`config.mk`:
```
export PLATFORM = sky130hd
export DESIGN_NAME = irq_route_regs
export DESIGN_NICKNAME = d
export VERILOG_FILES = /design/src/rtl/irq_route_pkg.sv /design/src/rtl/irq_route_decode.sv /design/src/rtl/irq_route_entry.sv /design/src/rtl/irq_route_rdmux.sv /design/src/rtl/irq_route_regs.sv
export SDC_FILE = /design/constraint.sdc
export NUM_CORES = 1
export LEC_CHECK = 0
export ABC_AREA = 1
export CORE_ASPECT_RATIO = 1.25
export CORE_MARGIN = 4
export CORE_UTILIZATION = 55
export CTS_BUF_LIST = sky130_fd_sc_hd__clkbuf_16
export CTS_CLUSTER_SIZE = 24
export DETAILED_ROUTE_END_ITERATION = 12
export GPL_TIMING_DRIVEN = 1
export PLACE_DENSITY = 0.83
export SLEW_MARGIN = 20
export SYNTH_ARGS = -nofsm -noshare
export SYNTH_HDL_FRONTEND = slang
export SYNTH_SLANG_ARGS = --single-unit
```
`constraint.sdc`:
```
create_clock -name clk -period 4.39 [get_ports clk]
set_input_delay 0.878 -clock clk [delete_from_list [all_inputs] [get_ports clk]]
set_output_delay 0.878 -clock clk [all_outputs]
set_load 0.02 [all_outputs]
```
`src/rtl/irq_route_pkg.sv`:
```
// Shared types and helpers for the target routing register file.
// Assumes 8 processors at most, so one mask byte and a 3-bit ID.
package irq_route_pkg;
    localparam int MASK_W = 8;
    localparam int RID_W  = 3;

    typedef logic [MASK_W-1:0] tmask_t;
    typedef logic [RID_W-1:0]  rid_t;

    // Decoded view of one access
    typedef struct packed {
        logic       in_range;
        logic       priv;
        logic [3:0] lane_en;
    } acc_dec_t;

    // Index of the lowest set bit; zero for an empty mask
    function automatic rid_t lowest_bit(input tmask_t m);
        rid_t r;
        r = '0;
        for (int i = MASK_W - 1; i >= 0; i--) begin
            if (m[i]) r = rid_t'(i);
        end
        return r;
    endfunction
endpackage

```
`src/rtl/irq_route_decode.sv`:
```
// Address decoder: splits the byte address into a word index and lane
// enables, and classifies the word as private, shared or out of range.
// Assumes NUM_IRQ and PRIV_IRQ are multiples of four.
module irq_route_decode
    import irq_route_pkg::*;
#(
    parameter int NUM_IRQ  = 64,
    parameter int PRIV_IRQ = 32,
    parameter int ADDR_W   = 7,
    localparam int WIDX_W  = ADDR_W - 2
) (
    input  logic [ADDR_W-1:0] addr,
    input  logic              byte_mode,
    output logic [WIDX_W-1:0] word_idx,
    output logic [1:0]        lane,
    output acc_dec_t          dec
);
    logic [ADDR_W-1:0] base_irq;

    // Classify the word addressed and build the lane enables
    always_comb begin
        word_idx     = addr[ADDR_W-1:2];
        lane         = addr[1:0];
        base_irq     = {addr[ADDR_W-1:2], 2'b00};
        dec.in_range = (int'(base_irq) < NUM_IRQ);
        dec.priv     = (int'(base_irq) < PRIV_IRQ);
        dec.lane_en  = byte_mode ? (4'b0001 << addr[1:0]) : 4'b1111;
    end
endmodule

```
`src/rtl/irq_route_entry.sv`:
```
// One shared interrupt: its target mask and the routed processor ID
// derived from it. Both registers load together on a write.
module irq_route_entry
    import irq_route_pkg::*;
(
    input  logic   clk,
    input  logic   rst_n,
    input  logic   wr_en,
    input  tmask_t wr_mask,
    output tmask_t mask_o,
    output rid_t   route_o
);
    tmask_t mask_q;
    rid_t   route_q;

    // Store the mask and its lowest-bit processor ID
    always_ff @(posedge clk) begin
        if (!rst_n) begin
            mask_q  <= '0;
            route_q <= '0;
        end else if (wr_en) begin
            mask_q  <= wr_mask;
            route_q <= lowest_bit(wr_mask);
        end
    end

    assign mask_o  = mask_q;
    assign route_o = route_q;


    route_lowest_chk: assert property (@(posedge clk) disable iff (!rst_n)
        (mask_q != '0) |-> (mask_q[route_q] &&
            ((mask_q & ((tmask_t'(1) << route_q) - tmask_t'(1))) == '0)));

    route_empty_chk: assert property (@(posedge clk) disable iff (!rst_n)
        (mask_q == '0) |-> (route_q == '0));

    mask_hold_chk: assert property (@(posedge clk) disable iff (!rst_n)
        !wr_en |=> $stable(mask_q));
endmodule

```
`src/rtl/irq_route_rdmux.sv`:
```
// Read multiplexer: selects the addressed word from the flattened mask
// array, then narrows it to one lane for byte reads. Out-of-range words
// read as zero. Private bytes are assumed already filled by the caller.
module irq_route_rdmux #(
    parameter int NUM_IRQ = 64,
    parameter int WIDX_W  = 5,
    localparam int NUM_WORDS = NUM_IRQ / 4
) (
    input  logic [NUM_IRQ*8-1:0] masks,
    input  logic [WIDX_W-1:0]    word_idx,
    input  logic [1:0]           lane,
    input  logic                 in_range,
    input  logic                 byte_mode,
    output logic [31:0]          rdata
);
    logic [31:0] word_sel;

    // Pick the addressed word, zero outside the configured range
    always_comb begin
        word_sel = '0;
        for (int w = 0; w < NUM_WORDS; w++) begin
            if (in_range && (word_idx == WIDX_W'(w))) word_sel = masks[w*32 +: 32];
        end
    end

    // Narrow to the addressed lane for byte reads
    always_comb begin
        if (byte_mode) rdata = {24'h0, word_sel[8*lane +: 8]};
        else           rdata = word_sel;
    end
endmodule

```
`src/rtl/irq_route_regs.sv`:
```
// Target routing register file. Holds one mask byte per shared interrupt,
// answers private reads with the accessing processor's one-hot byte, and
// drives a routed processor ID per interrupt. Read data is registered.
// Assumes NUM_IRQ and PRIV_IRQ are multiples of four, PRIV_IRQ <= NUM_IRQ.
module irq_route_regs
    import irq_route_pkg::*;
#(
    parameter int NUM_IRQ  = 64,
    parameter int PRIV_IRQ = 32,
    parameter int ADDR_W   = $clog2(NUM_IRQ) + 1
) (
    input  logic                   clk,
    input  logic                   rst_n,
    input  logic                   acc_en,
    input  logic                   acc_wr,
    input  logic                   acc_byte,
    input  logic [ADDR_W-1:0]      acc_addr,
    input  logic [31:0]            acc_wdata,
    input  logic [2:0]             acc_cpu,
    output logic                   rd_valid,
    output logic [31:0]            rd_data,
    output logic [NUM_IRQ*3-1:0]   route_o
);
    localparam int WIDX_W = ADDR_W - 2;

    logic [WIDX_W-1:0]    word_idx;
    logic [1:0]           lane;
    acc_dec_t             dec;
    logic [NUM_IRQ*8-1:0] masks;
    logic [31:0]          rdata_c;
    logic                 wr_go;
    tmask_t               cpu_onehot;

    irq_route_decode #(
        .NUM_IRQ (NUM_IRQ),
        .PRIV_IRQ(PRIV_IRQ),
        .ADDR_W  (ADDR_W)
    ) decode_i (
        .addr     (acc_addr),
        .byte_mode(acc_byte),
        .word_idx (word_idx),
        .lane     (lane),
        .dec      (dec)
    );

    // Writes that may land: in range and not private
    assign wr_go      = acc_en && acc_wr && dec.in_range && !dec.priv;
    assign cpu_onehot = tmask_t'(1) << acc_cpu;

    genvar gi;
    generate
        for (gi = 0; gi < NUM_IRQ; gi++) begin : g_irq
            if (gi < PRIV_IRQ) begin : g_priv
                // Private entry: read-only, mirrors the accessor's own bit
                assign masks[gi*8 +: 8]   = cpu_onehot;
                assign route_o[gi*3 +: 3] = '0;
            end else begin : g_shared
                logic   wr_en;
                tmask_t wr_mask;
                // Lane select and data steering for this entry
                assign wr_en   = wr_go && (word_idx == WIDX_W'(gi / 4))
                                 && dec.lane_en[gi % 4];
                assign wr_mask = acc_byte ? acc_wdata[7:0]
                                          : acc_wdata[(gi % 4)*8 +: 8];
                irq_route_entry entry_i (
                    .clk    (clk),
                    .rst_n  (rst_n),
                    .wr_en  (wr_en),
                    .wr_mask(wr_mask),
                    .mask_o (masks[gi*8 +: 8]),
                    .route_o(route_o[gi*3 +: 3])
                );
            end
        end
    endgenerate

    irq_route_rdmux #(
        .NUM_IRQ(NUM_IRQ),
        .WIDX_W (WIDX_W)
    ) rdmux_i (
        .masks    (masks),
        .word_idx (word_idx),
        .lane     (lane),
        .in_range (dec.in_range),
        .byte_mode(acc_byte),
        .rdata    (rdata_c)
    );

    // Register the read result and its valid strobe
    always_ff @(posedge clk) begin
        if (!rst_n) begin
            rd_valid <= 1'b0;
            rd_data  <= '0;
        end else begin
            rd_valid <= acc_en && !acc_wr;
            if (acc_en && !acc_wr) rd_data <= rdata_c;
        end
    end


    rd_valid_chk: assert property (@(posedge clk) disable iff (!rst_n)
        (acc_en && !acc_wr) |=> rd_valid);

    rd_idle_chk: assert property (@(posedge clk) disable iff (!rst_n)
        !(acc_en && !acc_wr) |=> !rd_valid);

    oor_zero_chk: assert property (@(posedge clk) disable iff (!rst_n)
        (acc_en && !acc_wr && !dec.in_range) |=> (rd_data == '0));

    byte_upper_chk: assert property (@(posedge clk) disable iff (!rst_n)
        (acc_en && !acc_wr && acc_byte) |=> (rd_data[31:8] == '0));

    priv_read_chk: assert property (@(posedge clk) disable iff (!rst_n)
        (acc_en && !acc_wr && !acc_byte && dec.priv)
        |=> ($countones(rd_data) == 4));
endmodule

```
* After elaboration in Yosys (flattened, before gate mapping) *
Index checks and enable logic that the tools add are counted.

word-level totals
  bits of input ports = 47
  flip-flop bits (word level) = 385
  logic and storage cells = 202

cells by class
  magnitude comparators = 2
  equality and inequality tests = 15
  shifts and indexed selects = 3
  mux-type cells = 53
  reductions and logical operators = 63

operators by type and width
  cell                                                                    number
  32-bit 2-to-1 mux                                                       17
  3-bit 2-to-1 mux                                                        32
  1-bit logical AND                                                       60
  5-bit by 4-bit equality test with 1-bit output (second input constant)  8
  32-bit by 6-bit variable part select with 8-bit output                  1
  8-bit 2-to-1 mux                                                        3
  5-bit by 3-bit equality test with 1-bit output (second input constant)  4
  5-bit by 2-bit equality test with 1-bit output (second input constant)  2
  1-bit by 3-bit left shift with 8-bit output (first input constant)      1
  7-bit by 6-bit < comparator with 1-bit output (second input constant)   1
  7-bit < comparator (second input constant)                              1
  5-bit by 1-bit equality test with 1-bit output (second input constant)  1
  5-bit zero test                                                         1
  4-bit 2-to-1 mux                                                        1
  1-bit by 2-bit left shift with 4-bit output (first input constant)      1
  1-bit zero test                                                         2

* Depth between registers and ports, before layout *
  word-level depth = 20
  mapped depth = 14
  gate-level depth less buffers = 13

* Hierarchy *
A second synthesis with hierarchy kept.

unflattened totals
  cells, all modules = 3346
  area, all modules = 21533.2 µm²

modules (own cells, without submodules)
  module            instances  area each (µm²)  seq. area each (µm²)  cells each
  irq_route_entry   32         441.7            220.2                 58
  irq_route_rdmux   1          4883.4           0.0                   1099
  irq_route_regs    1          2421.1           660.6                 373
  irq_route_decode  1          95.1             0.0                   18

* Worst setup path after synthesis *
No wires, ideal clock.

  kind = input-to-reg
  start point = input port acc_addr[3]
  end point = register rd_data[5]
  path slack = 2.123 ns
  buffers on the path = 1
  arrival time = 2.148 ns
  stages = 12
  path through = nor2_1 -> inv_2 -> nor2_2 -> inv_2 -> buf_2 -> or2_0 -> nand2_1 -> nand4_1 -> nand2_1 -> nand3_1 -> nand2_1 -> a21oi_1

on the way
  word-level cells in the longest chain between the ends = 20
  elaborated cells between the ends (all ways) = 51
  classes of those cells = order compare: 1; eq/ne: 15; shift: 1; mux: 17; reduce/logical: 17

RTL lines
  what                                                          RTL line                                       text
  start: declaration                                            irq_route_regs.sv:17                           input logic [ADDR_W-1:0] acc_addr,
  7-bit < comparator / 5-bit zero test (equally long branches)  irq_route_decode.sv:25, irq_route_rdmux.sv:22
  1-bit logical AND                                             irq_route_rdmux.sv:22                          if (in_range && (word_idx == WIDX_W'(w))) word_sel = masks[w*32 +: 32];
  32-bit 2-to-1 mux (15 in a row)                               irq_route_rdmux.sv:22
  32-bit 2-to-1 mux (*)                                         irq_route_rdmux.sv:22
  32-bit by 6-bit variable part select with 8-bit output        irq_route_rdmux.sv:28                          if (byte_mode) rdata = {24'h0, word_sel[8*lane +: 8]};
  32-bit 2-to-1 mux (*)                                         irq_route_rdmux.sv:28
  end signal: assignment                                        irq_route_regs.sv:96                           if (acc_en && !acc_wr) rd_data <= rdata_c;
  end: declaration                                              irq_route_regs.sv:21                           output logic [31:0] rd_data,

Mark *: on every way between the ends. The rest lies on a longest branch, timed or not.
A chain may end at the register's enable or synchronous reset.

* Final worst setup path *
  start point = input port acc_byte
  end point = register g_irq[33].g_shared.entry_i.route_q[0]

on the way
  word-level cells in the longest chain between the ends = 9
  elaborated cells between the ends (all ways) = 11
  classes of those cells = mux: 10; reduce/logical: 1

RTL lines
  what                           RTL line               text
  start: declaration             irq_route_regs.sv:16   input logic acc_byte,
  8-bit 2-to-1 mux               irq_route_regs.sv:63   assign wr_mask = acc_byte ? acc_wdata[7:0]
  3-bit 2-to-1 mux (8 in a row)  irq_route_pkg.sv:22    if (m[i]) r = rid_t'(i);
  end signal: assignment         irq_route_entry.sv:23  route_q <= lowest_bit(wr_mask);
  end: declaration               irq_route_entry.sv:14  rid_t route_q;

Several ways; a longest one is shown, not always the timed one.

==> results.tsv <==
metric	value	unit
Gate Count Post-Synth	2219	
f_max	286	MHz
Synth Area in Adders	0	%
P_sw	0.00178	W
post-synthesis cell area	0.0165	sq mm
Fin Setup TNS	0	ps
FP Rows	70	
PwrDens	371	mW/mm^2
synth-to-layout area growth	18.0	%
worst-margin pin slew	1110	ps
Hold-fix buffers, CTS	0	
synthesized flop and latch total	385	
Initial DRC Count	1972	
largest net degree at the start of global routing	192	
period utilization	79.6	%
clock share of power	43.8	%
Min Clock Period, post-route	3490	ps
Worst-path clk slew	60	ps
Syn Area/Cell	7.42	sq um
layout net count	2407	
number of global-route vias before repair	15300	
P_int	0.00542	W
Crit path arrival time	3870	ps
first-pass GRT wire length	83100	um
PnR Total Power	0.00721	W
routed via count	16100	
PortBufs	175	
Worst Hold Class	register to register	
WP data required	4770	ps
residual overflow from global routing	0	
Sequential Power Share	48.7	%
Clock Skew	23.7	ps
relative slew slack	25.9	%
ANT cells	0	
Synth Area in XOR/XNOR	0	%
outcome	completed	
core area	0.0294	sq mm
# Max-Cap Violations	0	
Clock Tree Buf Depth	3	
WS Path Type	input port to register	
Crit. End Element	register	
RSZ-0062 raised after global routing	false	
Routability Congestion	0.937	
final count of hold timing violations	0	
ys async rst share	0	%
CTS Root Cell	clkbuf_16	
total die area	0.0328	sq mm
Final setup viols	0	
# DRC	0	
Worst VDD drop	0.000239	V
# Post-CTS Setup Buffers	0	
Pre-antenna DRT Iters	6	
number of synthesized flops with an enable pin	0	
IO Count	272	
die height	201	um
CTS-repair resized insts	0	
mux share of post-synthesis cell area	0	%
Clock Sinks	385	
combinational share of power	7.5	%
Tot GR Track Use	31.4	%
final WL	53500	um
H-tree depth	2	
Place WS	605	ps
fin util	66.1	%
hpwl dp	35200	um
Final Max Tran Viols	0	
ys flop type	dfxtp_1	
post-DR wirelength/cell	19.2	um
die width	163	um
Synth Area in Simple Gates	16.3	%
Via density	5.79	
synth warn	0	
Sw Share	24.7	%
Inserted Clock Buffers	38	
main combinational cell family by area after synthesis	compound AO/OA/AOI/OAI gates	
critical-path maximum fanout	28	
Leak	7.80	nW
Distinct cells, synth	32	
post-synthesis sequential area ratio	46.8	%
CTS tree	done	
post-route ant nets	0	
final worst slack	896	ps
share of cells above drive strength 1	7.38	%
Initial Utilization	56.0	%
Clock Latency Late Sink	530	ps
Hold WS	453	ps
Synth Area in Compound Gates	25.1	%
antenna violations before repair	0	
startpoint types	input port	
## placed cells by master (no fill, tap or decap), types with 2 or more instances in the layout
master,Yosys,routed
conb_1,1,96
inv_2,9,9
o21ai_1,3,3
clkbuf_16,0,39
nand4_2,2,2
o31ai_4,3,3
nand3_1,74,74
nor2_1,176,174
nand2_1,330,330
nand4_1,37,37
clkinv_1,5,18
clkinv_2,0,5
a21oi_1,402,402
clkdlybuf4s50_1,0,174
buf_4,97,72
inv_1,135,136
nor3_1,4,4
or2_0,2,2
nor2_2,11,13
bufinv_16,0,3
dfxtp_1,385,385
inv_6,1,2
o21ai_0,371,371
a21oi_2,18,18
## cell type report
cell class	instances	area [sq um]
Inverter	150	568
Clock inverter	25	196
Multi-Input combinational cell	1537	7180
Sequential cell	385	7710
Timing Repair Buffer	248	2310
Clock buffer	39	976
Fill cell	2494	9990
Tap cell	396	495
## synthesized netlist by cell type (3+ instances only)
library cell	number	area (sq um)
a21oi_1	402	2010
a21oi_2	18	158
buf_2	44	220
buf_4	97	728
buf_6	4	45.0
clkbuf_1	83	312
clkbuf_2	14	70.1
clkinv_1	5	18.8
dfxtp_1	385	7710
inv_1	135	507
inv_2	9	33.8
nand2_1	330	1240
nand3_1	74	370
nand4_1	37	231
nor2_1	176	661
nor2_2	11	68.8
nor3_1	4	20.0
o21ai_0	371	1860
o21ai_1	3	15.0
o31ai_4	3	63.8
## power groups by stage
stage               logic, W  registers [W]  clock network (W)
floorplan           0.000380        0.00360                  0
detailed placement  0.000519        0.00359                  0
finish              0.000541        0.00351            0.00316
CTS                 0.000522        0.00351            0.00317
global route        0.000569        0.00351            0.00332
global placement    0.000513        0.00359                  0
## critical path: stages
cell and delay, ps:
clkdlybuf4s50_1 800, inv_6 230, a21oi_1 910, o21ai_0 290
a21oi_1 190, o21ai_0 100, nand2_1 340, a21oi_1 130
## sequential cells by signal, summed over array words and instances, names as in the netlist
register                        count
g_irq.g_shared.entry_i.mask_o     256
g_irq.g_shared.entry_i.route_o     96
rd_data                            32
rd_valid                            1
## path summary, 6_finish.rpt
kind | start | end | slack, ps | depth (start not counted)
setup / recovery | acc_byte | g_irq[33].g_shared.entry_i.route_o[0] | 900 | 8
hold / removal | g_irq[32].g_shared.entry_i.mask_o[2] | g_irq[32].g_shared.entry_i.mask_o[2] | 450 | 2
setup reg to reg | g_irq[33].g_shared.entry_i.mask_o[0] | rd_data[0] | 2870 | 10
hold reg to reg | g_irq[32].g_shared.entry_i.mask_o[2] | g_irq[32].g_shared.entry_i.mask_o[2] | 450 | 2
## per-layer routing
metal | share of wire, % | GRT usage (%)
met5 | 0 | 0
met3 | 10 | 6.95
met4 | 7.8 | 21.1
met2 | 45 | 50.2
met1 | 37 | 37.7
## per-stage QoR
step | instances | area, sq um
final | 2780 | 19400
after global routing | 2780 | 19400
after CTS | 2780 | 19400
after detailed placement | 2716 | 18300
after global placement | 2716 | 18300
after floorplan | 2314 | 16800
## logic make-up (layout without fill, tap and decap cells)
family | Yosys count | in the layout
flip-flops | 385 | 385
buffers and inverters | 392 | 462
AND/OR/NAND/NOR | 642 | 642
other | 1 | 96
AO/OA/AOI/OAI | 799 | 799
(Power assumes the default switching activity.)
